<file path="src/rtl/shf_pkg.sv">
package shf_pkg;

    typedef enum logic [1:0] {
        SK_LSL = 2'd0,
        SK_LSR = 2'd1,
        SK_ASR = 2'd2,
        SK_ROR = 2'd3
    } shf_kind_e;

    typedef enum logic [2:0] {
        OP_PASS = 3'd0,
        OP_LSL  = 3'd1,
        OP_LSR  = 3'd2,
        OP_ASR  = 3'd3,
        OP_ROR  = 3'd4,
        OP_RRX  = 3'd5
    } shf_op_e;

    // Plain mapping of a type code onto the engine operation.
    function automatic shf_op_e kind_to_op(input shf_kind_e k);
        case (k)
            SK_LSL:  return OP_LSL;
            SK_LSR:  return OP_LSR;
            SK_ASR:  return OP_ASR;
            default: return OP_ROR;
        endcase
    endfunction

endpackage

</file>
<file path="src/rtl/shf_decode.sv">
module shf_decode
    import shf_pkg::*;
#(
    parameter int W         = 32,
    parameter int IMM_AMT_W = 5,
    parameter int REG_AMT_W = 8
) (
    input  logic                 amt_from_reg_i,
    input  shf_kind_e            kind_i,
    input  logic [IMM_AMT_W-1:0] imm_amt_i,
    input  logic [REG_AMT_W-1:0] reg_amt_i,
    output shf_op_e              op_o,
    output logic [REG_AMT_W-1:0] amt_o
);
    localparam logic [REG_AMT_W-1:0] FULL = REG_AMT_W'(W);

    always_comb begin
        op_o  = kind_to_op(kind_i);
        amt_o = '0;
        if (amt_from_reg_i) begin
            amt_o = reg_amt_i;
            if (reg_amt_i == '0) op_o = OP_PASS;
        end else begin
            amt_o = REG_AMT_W'(imm_amt_i);
            if (imm_amt_i == '0) begin
                case (kind_i)
                    SK_LSL:  op_o = OP_PASS;
                    SK_ROR:  op_o = OP_RRX;
                    default: amt_o = FULL;
                endcase
            end
        end
    end
endmodule

</file>
<file path="src/rtl/shf_engine.sv">
module shf_engine
    import shf_pkg::*;
#(
    parameter int W         = 32,
    parameter int REG_AMT_W = 8
) (
    input  shf_op_e              op_i,
    input  logic [REG_AMT_W-1:0] amt_i,
    input  logic [W-1:0]         value_i,
    input  logic                 c_i,
    output logic [W-1:0]         res_o,
    output logic                 carry_o
);
    localparam int LOG_W = $clog2(W);

    // Each shifter keeps one extra bit that catches the last bit moved out.
    logic [W:0]          lsl_t;
    logic [W:0]          lsr_t;
    logic signed [W:0]   asr_t;
    logic [2*W-1:0]      ror_t;

    always_comb begin
        lsl_t = {1'b0, value_i} << amt_i;
        lsr_t = {value_i, 1'b0} >> amt_i;
        asr_t = $signed({value_i, 1'b0}) >>> amt_i;
        ror_t = {value_i, value_i} >> amt_i[LOG_W-1:0];
    end

    always_comb begin
        res_o   = value_i;
        carry_o = c_i;
        case (op_i)
            OP_LSL: begin
                res_o   = lsl_t[W-1:0];
                carry_o = lsl_t[W];
            end
            OP_LSR: begin
                res_o   = lsr_t[W:1];
                carry_o = lsr_t[0];
            end
            OP_ASR: begin
                res_o   = asr_t[W:1];
                carry_o = asr_t[0];
            end
            OP_ROR: begin
                res_o   = ror_t[W-1:0];
                carry_o = ror_t[W-1];
            end
            OP_RRX: begin
                res_o   = {c_i, value_i[W-1:1]};
                carry_o = value_i[0];
            end
            default: begin
                res_o   = value_i;
                carry_o = c_i;
            end
        endcase
    end
endmodule

</file>
<file path="src/rtl/shf_constrot.sv">
module shf_constrot #(
    parameter int W     = 32,
    parameter int K_W   = 8,
    parameter int ROT_W = 4
) (
    input  logic [K_W-1:0]   const_i,
    input  logic [ROT_W-1:0] rot_i,
    output logic [W-1:0]     res_o
);
    localparam int PAD = W - K_W;

    logic [W-1:0]   wide;
    logic [2*W-1:0] both;

    always_comb begin
        wide  = {{PAD{1'b0}}, const_i};
        both  = {wide, wide} >> {rot_i, 1'b0};
        res_o = both[W-1:0];
    end
endmodule

</file>
<file path="src/rtl/operand_shifter.sv">
module operand_shifter
    import shf_pkg::*;
#(
    parameter int W         = 32,
    parameter int IMM_AMT_W = 5,
    parameter int REG_AMT_W = 8,
    parameter int K_W       = 8,
    parameter int ROT_W     = 4
) (
    input  logic                 const_mode_i,
    input  logic                 amt_from_reg_i,
    input  logic [1:0]           kind_i,
    input  logic [W-1:0]         value_i,
    input  logic [IMM_AMT_W-1:0] imm_amt_i,
    input  logic [REG_AMT_W-1:0] reg_amt_i,
    input  logic [K_W-1:0]       const_i,
    input  logic [ROT_W-1:0]     rot_i,
    input  logic                 c_i,
    output logic [W-1:0]         operand_o,
    output logic                 carry_o
);
    shf_op_e              op;
    logic [REG_AMT_W-1:0] amt;
    logic [W-1:0]         sh_res;
    logic                 sh_carry;
    logic [W-1:0]         k_res;

    shf_decode #(.W(W), .IMM_AMT_W(IMM_AMT_W), .REG_AMT_W(REG_AMT_W)) u_dec (
        .amt_from_reg_i (amt_from_reg_i),
        .kind_i         (shf_kind_e'(kind_i)),
        .imm_amt_i      (imm_amt_i),
        .reg_amt_i      (reg_amt_i),
        .op_o           (op),
        .amt_o          (amt)
    );

    shf_engine #(.W(W), .REG_AMT_W(REG_AMT_W)) u_eng (
        .op_i    (op),
        .amt_i   (amt),
        .value_i (value_i),
        .c_i     (c_i),
        .res_o   (sh_res),
        .carry_o (sh_carry)
    );

    shf_constrot #(.W(W), .K_W(K_W), .ROT_W(ROT_W)) u_krot (
        .const_i (const_i),
        .rot_i   (rot_i),
        .res_o   (k_res)
    );

    always_comb begin
        if (const_mode_i) begin
            operand_o = k_res;
            carry_o   = c_i;
        end else begin
            operand_o = sh_res;
            carry_o   = sh_carry;
        end
    end
endmodule

</file>
<file path="config.mk">
export PLATFORM = sky130hd
export DESIGN_NAME = operand_shifter
export DESIGN_NICKNAME = d
export VERILOG_FILES = /design/src/rtl/shf_pkg.sv /design/src/rtl/shf_decode.sv /design/src/rtl/shf_engine.sv /design/src/rtl/shf_constrot.sv /design/src/rtl/operand_shifter.sv
export SDC_FILE = /design/constraint.sdc
export NUM_CORES = 1
export LEC_CHECK = 0
export ABC_AREA = 1
export BUFFER_PORTS_ARGS = -buffer_cell sky130_fd_sc_hd__buf_2
export CAP_MARGIN = 40
export CORE_ASPECT_RATIO = 1.1
export CORE_MARGIN = 2
export CORE_UTILIZATION = 30
export DETAILED_ROUTE_END_ITERATION = 12
export PLACE_DENSITY = 0.53
export SLEW_MARGIN = 10
export SYNTH_ARGS = -nofsm -noshare
export SYNTH_HDL_FRONTEND = slang
export SYNTH_SLANG_ARGS = --single-unit
</file>
<file path="constraint.sdc">
create_clock -name vclk -period 2.3
set_clock_uncertainty 0.05 [all_clocks]
set_input_delay 0.23 -clock vclk [all_inputs]
set_output_delay 0.23 -clock vclk [all_outputs]
set_load 0.02 [all_outputs]
</file>
==> results of run 1 <==
[worst paths after layout]
path	end	slack, ns	cells after the start
setup / recovery	operand_o[29]	-0.34	19
hold / removal	carry_o	0.87	4
[cells in the mapped netlist, types with 2 or more instances]
master	number	area, sq um
or2_1	2	12.5
nand2_1	654	2450
o21ai_2	3	26.3
ha_1	4	50.1
nand4_1	15	93.8
o21bai_1	5	37.5
buf_4	9	67.6
o22ai_1	6	37.5
buf_6	3	33.8
o211ai_1	38	285
a31oi_1	5	31.3
nand3_1	571	2860
a21oi_1	19	95.1
nand3b_1	3	22.5
buf_2	69	345
clkbuf_1	41	154
o21ai_0	113	566
o21ai_1	10	50.1
inv_2	6	22.5
nor2_1	125	469
nand2_2	3	18.8
nor2_2	4	25.0
and2_1	2	12.5
nor3_1	2	10.0
nor2_4	3	33.8
buf_1	5	18.8
inv_1	139	522
clkinv_1	2	7.51
[routing by layer]
| metal | vias up | global-route usage | share of wire |
|---|---|---|---|
| li1 | 6946 | - | - |
| met1 | 7254 | 0.510 | 0.38 |
| met2 | 1009 | 0.627 | 0.43 |
| met3 | 277 | 0.0644 | 0.098 |
| met4 | 2 | 0.254 | 0.087 |
| met5 | - | 0 | 0.00025 |
[cell families after synthesis]
| family | Yosys count | share of synthesized area |
|---|---|---|
| adder cells (fa/ha/maj) | 4 | 0.00592 |
| AND/OR/NAND/NOR | 1390 | 0.718 |
| AO/OA/AOI/OAI | 202 | 0.138 |
| buffers and inverters | 274 | 0.138 |
[cell type report]
cell class / count / area (sq um)
fill: 2879 / 13100
multi-input combinational: 1596 / 9210
timing repair buffer: 467 / 4480
inverter: 147 / 573
tap: 363 / 454
antenna: 1 / 2.50
[what timing repair did]
item,CTS,global route
hold buffers,0,0
pin swaps,93,121
cloned,7,6
buffers inserted,38,16
endpoints found under the setup margin,33,33
gates resized for setup,397,263
[where the power goes]
part	switching, mW	internal, mW
combinational	3.21	2.03
clock	0	0.000000152
sequential	0	0
[through the flow]
| stage | utilization | hold slack [ns] | setup TNS, ns |
|---|---|---|---|
| 6_report | 0.530 | 0.869 | -7.51 |
| 5_1_grt | 0.530 | 0.863 | -10.29 |
| 4_1_cts | 0.482 | 0.840 | -6.68 |
| 3_5_place_dp | 0.415 | 0.839 | -18.15 |
| 3_3_place_gp | 0.415 | 0.836 | -16.51 |
| 2_1_floorplan | - | 0.590 | 0 |
==> results.cfg, run 1 <==
[outcome]
status = finished, violations left
violations = setup timing

[die]
ios = 95
initial_utilization = 0.304
core_area_sq_um = 27800
die_x_um = 164
rows = 64
dieArea_sq_um = 29600
die_height_um = 180

[power]
power_density_nw_per_um2 = 356
p_leak_nw = 7.37
power.total_mw = 5.24
irDropWorstVdd_mv = 0.221

[routing]
final_antenna_net_count = 0
vias = 15500
drt-vias-per-instance = 6.02
drt-initial-drc-count = 2388
first_pass_iters = 6
drt_wl_total_um = 63100
drc = 0
wl_per_cell_um = 24.5

[worst_setup_path]
cp-startpoint = imm_amt_i[0]
cp.arrival_ns = 2.36
crit_path_max_incr_delay_ns = 0.20
crit_fanout = 8
cp_cell_sequence = buf_4 > inv_1 > nand2_1 > nand2_2 > buf_12 > buf_12 > nand2_4 > buf_4 > nand2_2 > inv_1 > nand2_1 > nand3_2 > o211ai_1 > nand3_2 > nand3_2 > nand3_2 > o21bai_1 > nand2_1 > buf_6
start_kind = input port
critical_path.top_delay_family = simple AND/OR/NAND/NOR gates
path_common_cell = nand3_2
cp.required_ns = 2.02
cp_num_buf_inv = 7
cp-end-kind = output port
slowest_stage = nand3_2
critical_path_class = in2out

[grt]
antenna_found_initial = 2
grt.total_usage = 0.402
grt_max_degree = 45
grt_pass1_wl_um = 89000
grt_pass1_vias = 14300
grt_overflow = 0

[cells_and_area]
nClkBuffers = 0
layout-drive-gt1-share = 0.402
syn2layout_area_growth_pct = 74.0
layout_commonest_cell = nand2_1
fin_area_sq_um = 14700
seq_area_sq_um = 0
final_cell_mix = 526 x nand2_1, 394 x nand3_1, 282 x buf_4, 161 x nand3_2, 130 x inv_1
nNetsFinal = 2278
seq_cells = 0
layout.cells.non_filler = 2574

[timing]
fin_crit_ns = 2.64
setup_viol = 33
slew_violations = 0
fmax_ghz = 0.379
rsz0062_at_grt = yes
final-hold-violation-count = 0
fin_crit_sh = 1.15
fin_ws_ns = -0.337
tightest_slew_ns = 0.499
maxSlewHeadroom = 0.667

[run]
cap_violations = 0

[placed_design]
port_buffers = 95
post-place-cells = 2509
pre_cts_slack_ns = -0.676
hpwl_um = 48300
place_area_sq_um = 11500
gp_congestion = 1.09

[logic_synthesis]
synth_seq_area_share = 0
yosys_warnings = 0
synth_area_sq_um = 8460
netlist_instances = 1870
ys_types = 37
syn_nets = 1936
syn_avg_cell_area_sq_um = 4.52

[hold_path]
hp-class = in2out
worstHoldStart = c_i
Note: power is estimated with default switching activity, not from simulation.
==> inputs of run 2 (changes only) <==
--- a/config.mk
+++ b/config.mk
@@ -5,10 +5,8 @@
 export SDC_FILE = /design/constraint.sdc
 export NUM_CORES = 1
 export LEC_CHECK = 0
-export ABC_AREA = 1
 export BUFFER_PORTS_ARGS = -buffer_cell sky130_fd_sc_hd__buf_2
 export CAP_MARGIN = 40
-export CORE_ASPECT_RATIO = 1.1
 export CORE_MARGIN = 2
 export CORE_UTILIZATION = 30
 export DETAILED_ROUTE_END_ITERATION = 12
==> results.cfg, run 2 <==
[grt]
grt_pass1_wl_um = 97800
grt_max_degree = 28
antenna_found_initial = 2
grt_overflow = 0
grt.total_usage = 0.440
grt_pass1_vias = 14200

[cells_and_area]
final_cell_mix = 615 x buf_4, 136 x nand2_1, 129 x nor2_1, 94 x mux2i_1
fillers = 2636
seq_area_sq_um = 0
nClkBuffers = 0
seq_cells = 0
layout_commonest_cell = buf_4
syn2layout_area_growth_pct = 97.0
fin_util = 0.596
nNetsFinal = 2012
multi_input_area_sq_um = 9880
layout-drive-gt1-share = 0.594
fin_area_sq_um = 17000
layout.cells.non_filler = 2329

[routing]
drt_wl_total_um = 70000
final_antenna_net_count = 0
drt-initial-drc-count = 1985
wl_per_cell_um = 30.1
drc = 0
vias = 15200
drt-vias-per-instance = 6.52
first_pass_iters = 7

[worst_setup_path]
crit_fanout = 7
start_kind = input port
cp.arrival_ns = 2.90
cp.required_ns = 2.02
cp-end-kind = output port
critical_path_class = in2out

[logic_synthesis]
netlist_instances = 1305
synth-compound-area-share = 0.391
ys_types = 82
yosys_warnings = 0
synth.area.mux_share = 0.303
synth_area_sq_um = 8620
yosys-top-cells-area = mux2i_1 15%, mux4_2 9.1%, nor2_1 6.8%, nand2_1 6.6%, o21ai_0 6.0%
synth_simple_gate_area_frac = 0.217
synth_top_family_by_area = compound AO/OA/AOI/OAI gates
syn_avg_cell_area_sq_um = 6.60
synth_common_cells = 156 x nor2_1, 152 x nand2_1, 133 x mux2i_1, 103 x o21ai_0, 98 x a21oi_1
synth.most_common_cell = nor2_1
synth_seq_area_share = 0
synth_area_leader_cell = mux2i_1
syn_nets = 1371
synth_xor_area_frac = 0
yosys.area.top_type_share = 0.154
synth_fa_ha_area_frac = 0.00581

[die]
initial_utilization = 0.303
rows = 62
core_area_sq_um = 28500
die_height_um = 173
dieArea_sq_um = 30100
ios = 95
die_x_um = 173

[placed_design]
gp_congestion = 1.10
post-place-cells = 2239
hpwl_um = 55400
port_buffers = 95
place_area_sq_um = 14200

[timing]
fmax_ghz = 0.315
maxSlewHeadroom = 0.573
fin_crit_sh = 1.38
rsz0062_at_grt = yes
fin_ws_ns = -0.877
setup_tns_ns = -24.72
setup_viol = 33
fin_crit_ns = 3.18
slew_violations = 0
tightest_slew_ns = 0.637
final-hold-violation-count = 0

[power]
combinationalPowerShare = 1.000
swShare = 0.539
power.total_mw = 6.20
p_leak_nw = 7.28
internal_power_mw = 2.86
p_switching_mw = 3.34
p_seq_frac = 0
power.share.clock = 0
power_density_nw_per_um2 = 365
irDropWorstVdd_mv = 0.205

[outcome]
violations = setup timing
status = finished, violations left

[hold_path]
hp-class = in2out

[run]
cap_violations = 0

[clock_tree]
cts_hold_buf = 0
## run 2: worst paths after layout
path | slack, ns | endpoint | from | depth (start not counted)
max | -0.88 | operand_o[2] | amt_from_reg_i | 15
min | 0.99 | operand_o[8] | const_mode_i | 4
## run 2: layout make-up
class,instances,area share
Timing Repair Buffer,785,0.387
Multi-Input combinational cell,1150,0.582
Inverter,9,0.00287
Antenna cell,1,0.000147
Tap cell,384,0.0283
## run 2: routing by layer
layer	global-route usage	part of all wire	vias to the layer above
li1	-	-	6391
met1	0.582	0.39	7358
met2	0.668	0.42	1138
met3	0.0932	0.11	303
met4	0.237	0.078	2
met5	0	0.00014	-
## run 2: cell families after synthesis
logic type	Yosys count
buf+inv	158
fa+ha+maj	4
compound gates	506
simple gates	430
mux	207
## run 2: power by group through the flow
stage	Sequential, mW	Combinational [mW]	Clock, mW
floorplan	0	2.32	0
global placement	0	4.87	0
detailed placement	0	4.86	0
CTS	0	5.48	0
global route	0	6.34	0
finish	0	6.20	0.0000000364
## run 2: worst max-delay path: stages
cell,delay (ns)
buf_12,0.12
mux2_4,0.38
buf_12,0.17
buf_6,0.12
mux2i_2,0.15
mux2i_2,0.24
buf_4,0.20
o2bb2ai_4,0.17
nor2_4,0.05
o31ai_2,0.23
o21ai_1,0.08
buf_4,0.16
a221oi_4,0.28
buf_4,0.18
buf_6,0.11
## run 2: what timing repair did
action                                  CTS  global route
resized for setup                       229           216
pin swaps                                39            82
buffers inserted                         44            53
endpoints found under the setup margin   33            33
gates cloned                              9             2
## run 2: stage by stage
step / hold WS [ns] / setup slack, ns
floorplan: 0.725 / -0.387
CTS: 0.994 / -0.838
detailed placement: 0.983 / -1.30
global placement: 0.978 / -1.33
finish: 0.993 / -0.877
global route: 1.03 / -0.950
==> inputs of run 3 (changes only) <==
--- a/config.mk
+++ b/config.mk
@@ -5,12 +5,15 @@
 export SDC_FILE = /design/constraint.sdc
 export NUM_CORES = 1
 export LEC_CHECK = 0
+export ABC_AREA = 1
 export BUFFER_PORTS_ARGS = -buffer_cell sky130_fd_sc_hd__buf_2
 export CAP_MARGIN = 40
 export CORE_MARGIN = 2
 export CORE_UTILIZATION = 30
 export DETAILED_ROUTE_END_ITERATION = 12
 export PLACE_DENSITY = 0.53
+export REMOVE_ABC_BUFFERS = 1
+export SETUP_SLACK_MARGIN = 0.1
 export SLEW_MARGIN = 10
 export SYNTH_ARGS = -nofsm -noshare
 export SYNTH_HDL_FRONTEND = slang
==> results.cfg, run 3 (synthesis results as in run 1) <==
[cells_and_area]
nNetsFinal = 2335
seq_area_sq_um = 0
layout.cells.non_filler = 2645
syn2layout_area_growth_pct = 78.3
seq_cells = 0
layout_commonest_cell = nand2_1
layout-drive-gt1-share = 0.391
nClkBuffers = 0
final_cell_mix = 563 x nand2_1, 421 x nand3_1, 327 x buf_4, 140 x nand3_2, 130 x inv_1
fillers = 2911
diodes = 0

[power]
irDropWorstVdd_mv = 0.189
p_leak_nw = 7.60
power.share.clock = 0
combinationalPowerShare = 1.000
p_switching_mw = 3.15
swShare = 0.593
p_seq_frac = 0
internal_power_mw = 2.16
power_density_nw_per_um2 = 352

[die]
die_x_um = 172
core_area_sq_um = 27800
ios = 95
initial_utilization = 0.304
dieArea_sq_um = 29600
die_height_um = 172
rows = 61

[routing]
drt_wl_total_um = 61100
final_antenna_net_count = 0
drt-vias-per-instance = 6.00
wl_per_cell_um = 23.1
drc = 0
first_pass_iters = 6
vias = 15900
drt-initial-drc-count = 2099

[hold_path]
worstHoldStart = c_i
hp-class = in2out
whs_path_depth = 4
hold_path_end = carry_o

[timing]
setup_viol = 33
final-hold-violation-count = 0
maxSlewHeadroom = 0.648
rsz0062_at_grt = yes
fin_ws_ns = -0.376
fmax_ghz = 0.374
fin_crit_sh = 1.16
tightest_slew_ns = 0.527
slew_violations = 0
fin_crit_ns = 2.68

[outcome]
status = finished, violations left
violations = setup timing

[worst_setup_path]
crit_fanout = 8
start_kind = input port
critical_path.top_delay_family = buffers and inverters
slowest_stage = buf_12
cp_cell_sequence = buf_12 > buf_12 > nand2_1 > nand2_4 > buf_12 > buf_8 > buf_4 > o21ai_4 > nand3_2 > buf_4 > nand3_1 > nand2_1 > nand2_1 > nand2_1 > o21bai_1 > nor2_2 > nand3_2 > nand2_1 > nand2_1 > buf_6
cp.required_ns = 2.02
cp-end-kind = output port
cp.arrival_ns = 2.40
cp_num_buf_inv = 7
path_common_cell = nand2_1
critical_path_class = in2out
crit_path_max_incr_delay_ns = 0.17

[grt]
grt_max_degree = 33
grt_overflow = 0
antenna_found_initial = 0
grt.total_usage = 0.385
grt_pass1_wl_um = 85500
grt_pass1_vias = 14200

[placed_design]
hpwl_um = 44700
post-place-cells = 2552
gp_congestion = 1.07
pre_cts_slack_ns = -0.588
port_buffers = 95

[run]
cap_violations = 0
[run 3: repair_timing]
| action | 4_1_cts | 5_1_grt |
|---|---|---|
| hold buffers | 0 | 0 |
| gates cloned | 11 | 6 |
| setup endpoints to repair | 33 | 33 |
| gates resized for setup | 286 | 292 |
| setup buffers | 32 | 45 |
| pin swaps | 62 | 97 |
[run 3: worst max path at each step]
stage | start | slack [ns] | cells after the start | to
after detailed placement | kind_i[0] | -0.59 | 15 | operand_o[25]
after CTS | amt_from_reg_i | -0.33 | 18 | operand_o[20]
final | amt_from_reg_i | -0.38 | 20 | operand_o[17]
after global routing | amt_from_reg_i | -0.47 | 20 | operand_o[2]
after floorplan | amt_from_reg_i | -2.36 | 13 | operand_o[7]
after global placement | amt_from_reg_i | -0.59 | 16 | operand_o[29]
[run 3: routing by layer]
| layer | track usage | part of all wire |
|---|---|---|
| met1 | 0.496 | 0.37 |
| met2 | 0.603 | 0.42 |
| met3 | 0.0531 | 0.11 |
| met4 | 0.245 | 0.094 |
| met5 | 0 | 0 |
[run 3: cell type report]
cell class         instances  area (sq um)  share of cell area
repair buffers           524          5160               0.342
multi-input cells       1596          8880               0.589
well taps                378           473              0.0314
inverters                147           576              0.0382
[run 3: metrics by stage]
step	hold slack (ns)	TNS, ns	instance area, sq um	util	total power [mW]
final	0.813	-10.70	15100	0.543	5.31
after global routing	0.856	-13.10	15100	0.543	5.57
after CTS	0.819	-8.32	13500	0.486	4.58
after detailed placement	0.810	-15.43	11900	0.427	3.99
after global placement	0.806	-15.56	11900	0.427	3.99
after floorplan	0.590	-70.14	7840	-	2.05
[run 3: power by group through the flow]
stage | clock network (mW) | logic, mW | registers (mW)
final | 0 | 5.31 | 0
after global placement | 0 | 3.99 | 0
after global routing | 0 | 5.57 | 0
after CTS | 0 | 4.58 | 0
after floorplan | 0 | 2.05 | 0
after detailed placement | 0 | 3.99 | 0
